--- src/rtl/burst_sram_pkg.sv ---
package burst_sram_pkg;

    typedef enum logic [1:0] {
        ST_IDLE  = 2'd0,
        ST_ACT   = 2'd1,
        ST_SLEEP = 2'd2
    } state_t;

    // Low two address bits of a burst beat in either order
    function automatic logic [1:0] burst_low(input logic [1:0] start,
                                             input logic [1:0] cnt,
                                             input logic       lin);
        return lin ? (start + cnt) : (start ^ cnt);
    endfunction

endpackage

--- src/rtl/burst_sram_ctrl.sv ---
module burst_sram_ctrl #(
    parameter int LANES = 4
) (
    input  logic             clk,
    input  logic             rst_n,
    input  logic             sleep,
    input  logic             strb_cpu_n,
    input  logic             strb_ctl_n,
    input  logic             cs1_n,
    input  logic             cs2,
    input  logic             cs3_n,
    input  logic             adv_n,
    input  logic             gw_n,
    input  logic             bwe_n,
    input  logic [LANES-1:0] lane_en_n,
    output logic             ld_go,
    output logic             step_go,
    output logic             acc_rd,
    output logic             acc_wr,
    output logic [LANES-1:0] wr_mask
);
    import burst_sram_pkg::*;

    state_t state_q, state_d;

    logic             cpu_go, ctl_go, start, sel_ok, wr_req;
    logic [LANES-1:0] lane_sel;

    always_comb begin
        cpu_go   = !strb_cpu_n && !cs1_n;
        ctl_go   = !strb_ctl_n && !cpu_go;
        start    = cpu_go || ctl_go;
        sel_ok   = !cs1_n && cs2 && !cs3_n;
        lane_sel = !gw_n ? {LANES{1'b1}} : (!bwe_n ? ~lane_en_n : '0);
        wr_req   = |lane_sel;
    end

    // State register
    always_ff @(posedge clk) begin
        if (!rst_n) state_q <= ST_IDLE;
        else        state_q <= state_d;
    end

    // Next state
    always_comb begin
        state_d = state_q;
        unique case (state_q)
            ST_IDLE, ST_ACT: begin
                if (sleep)      state_d = ST_SLEEP;
                else if (start) state_d = sel_ok ? ST_ACT : ST_IDLE;
            end
            ST_SLEEP: begin
                if (!sleep) state_d = ST_IDLE;
            end
            default: state_d = ST_IDLE;
        endcase
    end

    // Outputs
    always_comb begin
        ld_go   = 1'b0;
        step_go = 1'b0;
        acc_rd  = 1'b0;
        acc_wr  = 1'b0;
        unique case (state_q)
            ST_IDLE, ST_ACT: begin
                if (!sleep) begin
                    if (start) begin
                        if (sel_ok) begin
                            ld_go  = 1'b1;
                            acc_wr = ctl_go && wr_req;
                            acc_rd = !(ctl_go && wr_req);
                        end
                    end else if (state_q == ST_ACT) begin
                        step_go = !adv_n;
                        acc_wr  = wr_req;
                        acc_rd  = !wr_req;
                    end
                end
            end
            default: ;
        endcase
        wr_mask = acc_wr ? lane_sel : '0;
    end

endmodule

--- src/rtl/burst_sram_seq.sv ---
module burst_sram_seq #(
    parameter int AW = 6
) (
    input  logic          clk,
    input  logic          rst_n,
    input  logic          ld_go,
    input  logic [AW-1:0] ld_addr,
    input  logic          ld_lin,
    input  logic          step_go,
    output logic [AW-1:0] cur_addr,
    output logic [AW-1:0] nxt_addr
);
    import burst_sram_pkg::*;

    logic [AW-1:0] base_q;
    logic [1:0]    cnt_q;
    logic          lin_q;

    always_ff @(posedge clk) begin
        if (!rst_n) begin
            base_q <= '0;
            cnt_q  <= '0;
            lin_q  <= 1'b0;
        end else if (ld_go) begin
            base_q <= ld_addr;
            cnt_q  <= '0;
            lin_q  <= ld_lin;
        end else if (step_go) begin
            cnt_q  <= cnt_q + 2'd1;
        end
    end

    always_comb begin
        cur_addr = {base_q[AW-1:2], burst_low(base_q[1:0], cnt_q, lin_q)};
        nxt_addr = {base_q[AW-1:2], burst_low(base_q[1:0], cnt_q + 2'd1, lin_q)};
    end

endmodule

--- src/rtl/burst_sram_array.sv ---
module burst_sram_array #(
    parameter int AW     = 6,
    parameter int LANES  = 4,
    parameter int LANE_W = 8
) (
    input  logic                    clk,
    input  logic                    rst_n,
    input  logic                    clear,
    input  logic                    wr_en,
    input  logic [LANES-1:0]        wr_mask,
    input  logic [AW-1:0]           wr_addr,
    input  logic [LANES*LANE_W-1:0] wr_data,
    input  logic                    rd_en,
    input  logic [AW-1:0]           rd_addr,
    output logic [LANES*LANE_W-1:0] rd_word,
    output logic                    rd_valid
);
    localparam int DW    = LANES * LANE_W;
    localparam int DEPTH = 1 << AW;

    logic             wr_q, rd_q, vld_q;
    logic [LANES-1:0] mask_q;
    logic [AW-1:0]    waddr_q, raddr_q;
    logic [DW-1:0]    wdata_q;

    // Input register stage
    always_ff @(posedge clk) begin
        if (!rst_n || clear) begin
            wr_q    <= 1'b0;
            rd_q    <= 1'b0;
            vld_q   <= 1'b0;
            mask_q  <= '0;
            waddr_q <= '0;
            raddr_q <= '0;
            wdata_q <= '0;
        end else begin
            wr_q    <= wr_en;
            rd_q    <= rd_en;
            vld_q   <= rd_q;
            mask_q  <= wr_mask;
            waddr_q <= wr_addr;
            raddr_q <= rd_addr;
            wdata_q <= wr_data;
        end
    end

    for (genvar g = 0; g < LANES; g++) begin : g_lane
        logic [LANE_W-1:0] mem_l [DEPTH];
        logic [LANE_W-1:0] q_l;

        always_ff @(posedge clk) begin
            if (wr_q && mask_q[g] && !clear)
                mem_l[waddr_q] <= wdata_q[g*LANE_W +: LANE_W];
            if (rd_q && !clear)
                q_l <= mem_l[raddr_q];
        end

        assign rd_word[g*LANE_W +: LANE_W] = q_l;
    end

    assign rd_valid = vld_q;

endmodule

--- src/rtl/burst_sram.sv ---
module burst_sram #(
    parameter int AW     = 6,
    parameter int LANES  = 4,
    parameter int LANE_W = 8
) (
    input  logic                    clk,
    input  logic                    rst_n,
    input  logic [AW-1:0]           addr,
    input  logic [LANES*LANE_W-1:0] wdata,
    input  logic                    cs1_n,
    input  logic                    cs2,
    input  logic                    cs3_n,
    input  logic                    strb_cpu_n,
    input  logic                    strb_ctl_n,
    input  logic                    adv_n,
    input  logic                    gw_n,
    input  logic                    bwe_n,
    input  logic [LANES-1:0]        lane_en_n,
    input  logic                    burst_lin,
    input  logic                    oe_n,
    input  logic                    sleep,
    output logic [LANES*LANE_W-1:0] rdata,
    output logic                    rdata_oe
);
    localparam int DW = LANES * LANE_W;

    logic             ld_go, step_go, acc_rd, acc_wr, rd_valid;
    logic [LANES-1:0] wr_mask;
    logic [AW-1:0]    cur_addr, nxt_addr, acc_addr;
    logic [DW-1:0]    rd_word;

    burst_sram_ctrl #(.LANES(LANES)) u_ctrl (
        .clk        (clk),
        .rst_n      (rst_n),
        .sleep      (sleep),
        .strb_cpu_n (strb_cpu_n),
        .strb_ctl_n (strb_ctl_n),
        .cs1_n      (cs1_n),
        .cs2        (cs2),
        .cs3_n      (cs3_n),
        .adv_n      (adv_n),
        .gw_n       (gw_n),
        .bwe_n      (bwe_n),
        .lane_en_n  (lane_en_n),
        .ld_go      (ld_go),
        .step_go    (step_go),
        .acc_rd     (acc_rd),
        .acc_wr     (acc_wr),
        .wr_mask    (wr_mask)
    );

    burst_sram_seq #(.AW(AW)) u_seq (
        .clk      (clk),
        .rst_n    (rst_n),
        .ld_go    (ld_go),
        .ld_addr  (addr),
        .ld_lin   (burst_lin),
        .step_go  (step_go),
        .cur_addr (cur_addr),
        .nxt_addr (nxt_addr)
    );

    assign acc_addr = ld_go ? addr : (step_go ? nxt_addr : cur_addr);

    burst_sram_array #(.AW(AW), .LANES(LANES), .LANE_W(LANE_W)) u_array (
        .clk      (clk),
        .rst_n    (rst_n),
        .clear    (sleep),
        .wr_en    (acc_wr),
        .wr_mask  (wr_mask),
        .wr_addr  (acc_addr),
        .wr_data  (wdata),
        .rd_en    (acc_rd),
        .rd_addr  (acc_addr),
        .rd_word  (rd_word),
        .rd_valid (rd_valid)
    );

    assign rdata    = rd_word;
    assign rdata_oe = rd_valid && !oe_n;

endmodule

--- config.mk ---
export PLATFORM = sky130hd
export DESIGN_NAME = burst_sram
export DESIGN_NICKNAME = d
export VERILOG_FILES = /design/src/rtl/burst_sram_pkg.sv /design/src/rtl/burst_sram_ctrl.sv /design/src/rtl/burst_sram_seq.sv /design/src/rtl/burst_sram_array.sv /design/src/rtl/burst_sram.sv
export SDC_FILE = /design/constraint.sdc
export NUM_CORES = 2
export LEC_CHECK = 0
export ABC_AREA = 1
export BUFFER_PORTS_ARGS = -buffer_cell sky130_fd_sc_hd__buf_2
export CAP_MARGIN = 20
export CELL_PAD_IN_SITES_DETAIL_PLACEMENT = 0
export CELL_PAD_IN_SITES_GLOBAL_PLACEMENT = 1
export CORE_MARGIN = 5
export CORE_UTILIZATION = 40
export CTS_BUF_LIST = sky130_fd_sc_hd__clkbuf_4
export DETAILED_ROUTE_END_ITERATION = 16
export GPL_TIMING_DRIVEN = 0
export MAX_ROUTING_LAYER = met4
export PLACE_DENSITY = 0.74
export SYNTH_ARGS = -nofsm -noshare
export SYNTH_HDL_FRONTEND = slang
export SYNTH_HIERARCHICAL = 1
export SYNTH_SLANG_ARGS = --single-unit
--- constraint.sdc ---
create_clock -name clk -period 3.7 [get_ports clk]
set_clock_uncertainty 0.05 [all_clocks]
set_input_delay 0 -clock clk [delete_from_list [all_inputs] [get_ports clk]]
set_output_delay 0 -clock clk [all_outputs]
set_load 0.02 [all_outputs]
## After elaboration in Yosys (flattened, before gate mapping)

Memory sizes are Yosys's and may differ from the RTL's. A register that Yosys moved wholly into a read port is not among the register bits.
Cells that the tools add are included.

| word-level totals | value |
|---|---|
| word-level logic and storage cells | 97 |
| output and inout bits | 33 |
| input port bits | 55 |
| flip-flop bits (word level) | 56 |
| memories kept | 4 |
| bits in writable memories | 2048 |

| cells by class | value |
|---|---|
| mux-type cells | 35 |
| reductions and logical operators | 35 |
| add/subtract/negate cells | 3 |
| bitwise logic cells | 6 |
| eq/ne operators | 4 |

Memory list:

| name | depth | width | read ports | clocked after Yosys merged registers in | wr ports | line | text |
|---|---|---|---|---|---|---|---|
| u_array.g_lane[0].mem_l | 64 | 8 | 1 | 1 | 1 | burst_sram_array.sv:48 | `logic [LANE_W-1:0] mem_l [DEPTH];` |
| u_array.g_lane[1].mem_l | 64 | 8 | 1 | 1 | 1 | burst_sram_array.sv:48 |  |
| u_array.g_lane[2].mem_l | 64 | 8 | 1 | 1 | 1 | burst_sram_array.sv:48 |  |
| u_array.g_lane[3].mem_l | 64 | 8 | 1 | 1 | 1 | burst_sram_array.sv:48 |  |

Operator list:

| operator | number |
|---|---|
| $mux 1 | 25 |
| $logic_and 1x1->1 | 15 |
| $mux 2 | 6 |
| $logic_not 1->1 | 11 |
| $mux 4 | 2 |
| $mux 6 | 1 |
| $reduce_or 2->1 | 3 |
| $add 2x2->2 | 2 |
| $not 4->4 | 1 |
| $pmux 2 s2 | 1 |
| $reduce_or 4->1 | 1 |
| $xor 2x2->2 | 2 |
| $ne 3x2->1 const B | 1 |
| $not 1->1 | 3 |
| $reduce_or 3->1 | 1 |
| $add 2x1->2 const B | 1 |
| $eq 2x1->1 const B | 1 |
| $eq 2x2->1 const B | 1 |
| $logic_not 2->1 | 1 |
| $logic_or 1x1->1 | 2 |
| $ne 2x2->1 const B | 1 |
| $reduce_and 2->1 | 1 |

## Logic depth before layout (Yosys ltp)

| logic depth | value |
|---|---|
| depth after elaboration | 11 |
| depth in mapped cells | 13 |
| gate-level depth less buffers | 13 |

## Cells and area by module

Netlist, hierarchy kept.

By module, submodules not included:

| module | times used | area each (um^2) | cells each |
|---|---|---|---|
| burst_sram_array | 1 | 85605.9 | 7209 |
| burst_sram_seq | 1 | 503.0 | 75 |
| burst_sram_ctrl | 1 | 217.7 | 46 |
| burst_sram | 1 | 187.7 | 46 |

## Worst setup path before layout

Ideal clock, no wire load.

| timing path | value |
|---|---|
| path type | reg2reg |
| start point | register u_array.rd_q |
| end point | register u_array.g_lane[0].q_l[0] (read register of u_array.g_lane[0].mem_l) (enable) |
| setup slack | 1.531 ns |
| data arrival time | 1.697 ns |
| data required time | 3.228 ns |
| cell stages (with the launch flop) | 3 |
| buffers on the path | 0 |
| setup time | 0.422 ns |
| cell sequence | dfxtp_1 -> inv_1 -> nor2_1 |

| on the way | value |
|---|---|
| word-level cells in the longest chain between the ends | 1 |

RTL lines:

| what | line | text |
|---|---|---|
| from (decl) | burst_sram_array.sv:21 | `logic wr_q, rd_q, vld_q;` |
| from (signal assigned) | burst_sram_array.sv:38 | `rd_q <= rd_en;` |
| $logic_and 1x1->1 | burst_sram_array.sv:54 | `if (rd_q && !clear)` |
| to (decl) | burst_sram_array.sv:49 | `logic [LANE_W-1:0] q_l;` |

Every way passes these cells.
A chain may end at the register's enable or synchronous reset.

==> run metrics <==
status=complete, but fails checks; failing checks=negative setup slack; Commonest cells post-synth=2360 x nand2_1, 2080 x edfxtp_1, 1915 x nand3_1; Avg Cell Area, Syn=11.73 sq um; Num CTS Buffers=580; Period minus WS final=3891 ps; CP endpoint kind=flip-flop; clock tree sinks=2142; root buf cell=clkbuf_4; die area=0.2257 sq mm; Avg Vias per Cell=5.886; Post-Synthesis Cells=7376; min-delay worst type=in -> reg; grt ovf=0; VDD IR max=355.9 uV; Routability Congestion=1.081; Net Count, Synth=7433; DRC=0; core box area=0.2148 sq mm; CP Cell Sequence=buf_2 > buf_2 > clkbuf_1 > buf_16 > nand3_1 > nand3_1 > nand3_1 > nand2_1 > nand2_1 > nand2_1; Layout area overhead=18.56%; WL/cell=33.67 um; P_int=0.03761 W; Worst path max stage delay=770 ps; FF+latch count, synth=2142; post-placement cell area=0.09305 sq mm; DRT iter0 DRCs=12420; CP max-delay cell=clkbuf_1; Final nets=8507; worst slew pin tran=1303 ps; Pwr per Cell Area=475.1 mW/mm^2; Design Area, Final=0.1026 sq mm; required time of the worst setup path=4870 ps; Mapped Area=0.08651 sq mm; ys flop type=edfxtp_1; met2 wire len=165100 um; final hold violations=0; Max H-tree Level=6; sequential element share of the synthesized area=73.63%; Worst EP arrival=5060 ps; Routed met1 length=136300 um; CTS tree=done; crit path kind=reg -> reg; vias in the first global route=64000; Comb power frac=2.6%; IO buf count=87; element type at the critical path start=flip-flop; crit path buf inv count=4; first-pass GRT wire length=520400 um; Worst-path clk slew=60 ps; Clock Path Buffers=4; Initial Util=40.27%; die width=475.1 um; Die Span Y=475.1 um; DP Wirelength=277300 um; Worst-Skew Late Latency=1420 ps; Sw Pwr=0.01113 W; MaxCap Viol Count=0; count leader, synth=nand2_1; Antenna Nets Post-Route=0; clock power share=42.6%; setup violators final=8; Final WS setup=-191.1 ps; Fin Hold WS=129.0 ps; row count=170; initial antenna violation count=36; Fill cells=19460; Sw Share=22.83%; final worst-path cycle share=105.2%; TritonRoute pass-1 iters=7; pins over their slew limit=0; Post-Route WL=394300 um; routed vias=68920; Total GRT Usage=35.19%; leading area contributor after synthesis=edfxtp_1; RSZ-0062 raised after global routing=no; Yosys cell types=27; EDFF count, synth=2080; warning count from the yosys run=6; sequential power share=54.8%; top cells by area, synth=edfxtp_1 72%, nand3_1 11%, nand2_1 10%; Tot Pwr=0.04873 W; Pleak=37.41 nW; top routing layer used=met4; pin count of the biggest net entering global routing=65; top-area cell type share of the netlist area=72.20%; Largest delay share family, worst path=buffers and inverters; layout cell share with drive strength beyond 1=18.12%; met3 WL=57160 um; Max Fclk=0.2570 GHz; slew margin rel.=13.13%; Post-synth ARST share=0%; # IOs=88; Max FO, Critical Path=10
cells in the final DEF (no fill, tap or decap), types with 36 or more instances in the layout:
cell type,count
clkinv_1,96
inv_1,86
clkbuf_4,840
buf_4,74
buf_2,357
nand2_1,2360
edfxtp_1,2080
nand3_1,1911
nor2_2,36
nor2_1,305
dlygate4sd3_1,208
clkbuf_1,103
buf_6,122
flip-flops by register name (all words and copies together) (netlist names):
| name | cells |
|---|---|
| u_ctrl/state_q | 2 |
| u_seq/base_q | 6 |
| u_seq/lin_q | 1 |
| u_array/rd_valid | 1 |
| u_array/raddr_q | 6 |
| u_array/g_lane.q_l | 32 |
| u_seq/cnt_q | 2 |
| u_array/wr_q | 1 |
| u_array/g_lane.mem_l | 2048 |
| u_array/wdata_q | 32 |
| u_array/waddr_q | 6 |
| u_array/mask_q | 4 |
| u_array/rd_q | 1 |
area by class of cell:
class	count	area [sq um]	area share [%]
plain buffers	483	2522	2.459
inverters	95	359.1	0.3501
well taps	2838	3551	3.462
repair buffers	492	5131	5.003
diodes	34	85.08	0.08295
multi-input cells	4656	20120	19.62
clock buffers	839	6299	6.141
clock inverters	130	685.7	0.6685
flip-flops and latches	2142	63810	62.21
per-layer routing:
layer | vias up | global-route usage (%)
met5 | - | -
met4 | 0 | 26.46
met3 | 1204 | 11.57
met2 | 5645 | 48.72
met1 | 33570 | 42.70
li1 | 28500 | -
tightest hold or removal path, cell delays in order:
cell	delay (ps)
dlygate4sd3_1	550
buf_2	150
clkinv_1	120
nand2_1	230
clkbuf_1	350
nor2_1	150
power groups by stage:
stage,combinational (W),sequential (W),clock [W]
2_1_floorplan,0.000369,0.0272,0
3_3_place_gp,0.000799,0.0274,0
3_5_place_dp,0.00105,0.0272,0
4_1_cts,0.00120,0.0267,0.0209
5_1_grt,0.00128,0.0267,0.0223
6_report,0.00127,0.0267,0.0208
through the flow:
| stage | worst slack, ps | std cells | TNS (ps) | utilization, % |
|---|---|---|---|---|
| finish | -191.1 | 11710 | -658.4 | 47.74 |
| global route | 2.990 | 11700 | 0 | 47.73 |
| CTS | 17.46 | 11640 | 0 | 47.54 |
| detailed placement | -287.9 | 10470 | -1417 | 43.31 |
| global placement | -2081 | 10300 | -3100830 | 42.13 |
| floorplan | 1531 | 7376 | 0 | - |
kinds of logic (layout without fill, tap and decap cells):
family	Yosys count	after routing	synth area share (%)
compound gates	14	14	0.08532
fa+ha+maj	2	2	0.02892
buf+inv	578	2039	3.306
flops	2142	2142	73.63
other cells	0	34	0
simple gates	4640	4640	22.95
final timing paths:
check	endpoint	slack [ps]	cells past startpoint	start
worst max-delay path	u_array/g_lane[2].q_l[0]	-190	10	u_array/raddr_q[2]
worst min register to register	u_array/rd_valid	430	2	u_array/rd_q
worst min-delay path	u_array/waddr_q[1]	130	6	sleep
worst max register to register	u_array/g_lane[2].q_l[0]	-190	10	u_array/raddr_q[2]
what timing repair did:
item | in CTS | in global routing
gates resized for setup | 6 | 12
endpoints found under the setup margin | 9 | 6
endpoints found under the hold margin | 94 | 0
buffers inserted | 0 | 0
hold buffers | 208 | 0
Note: power is estimated with default switching activity, not from simulation.
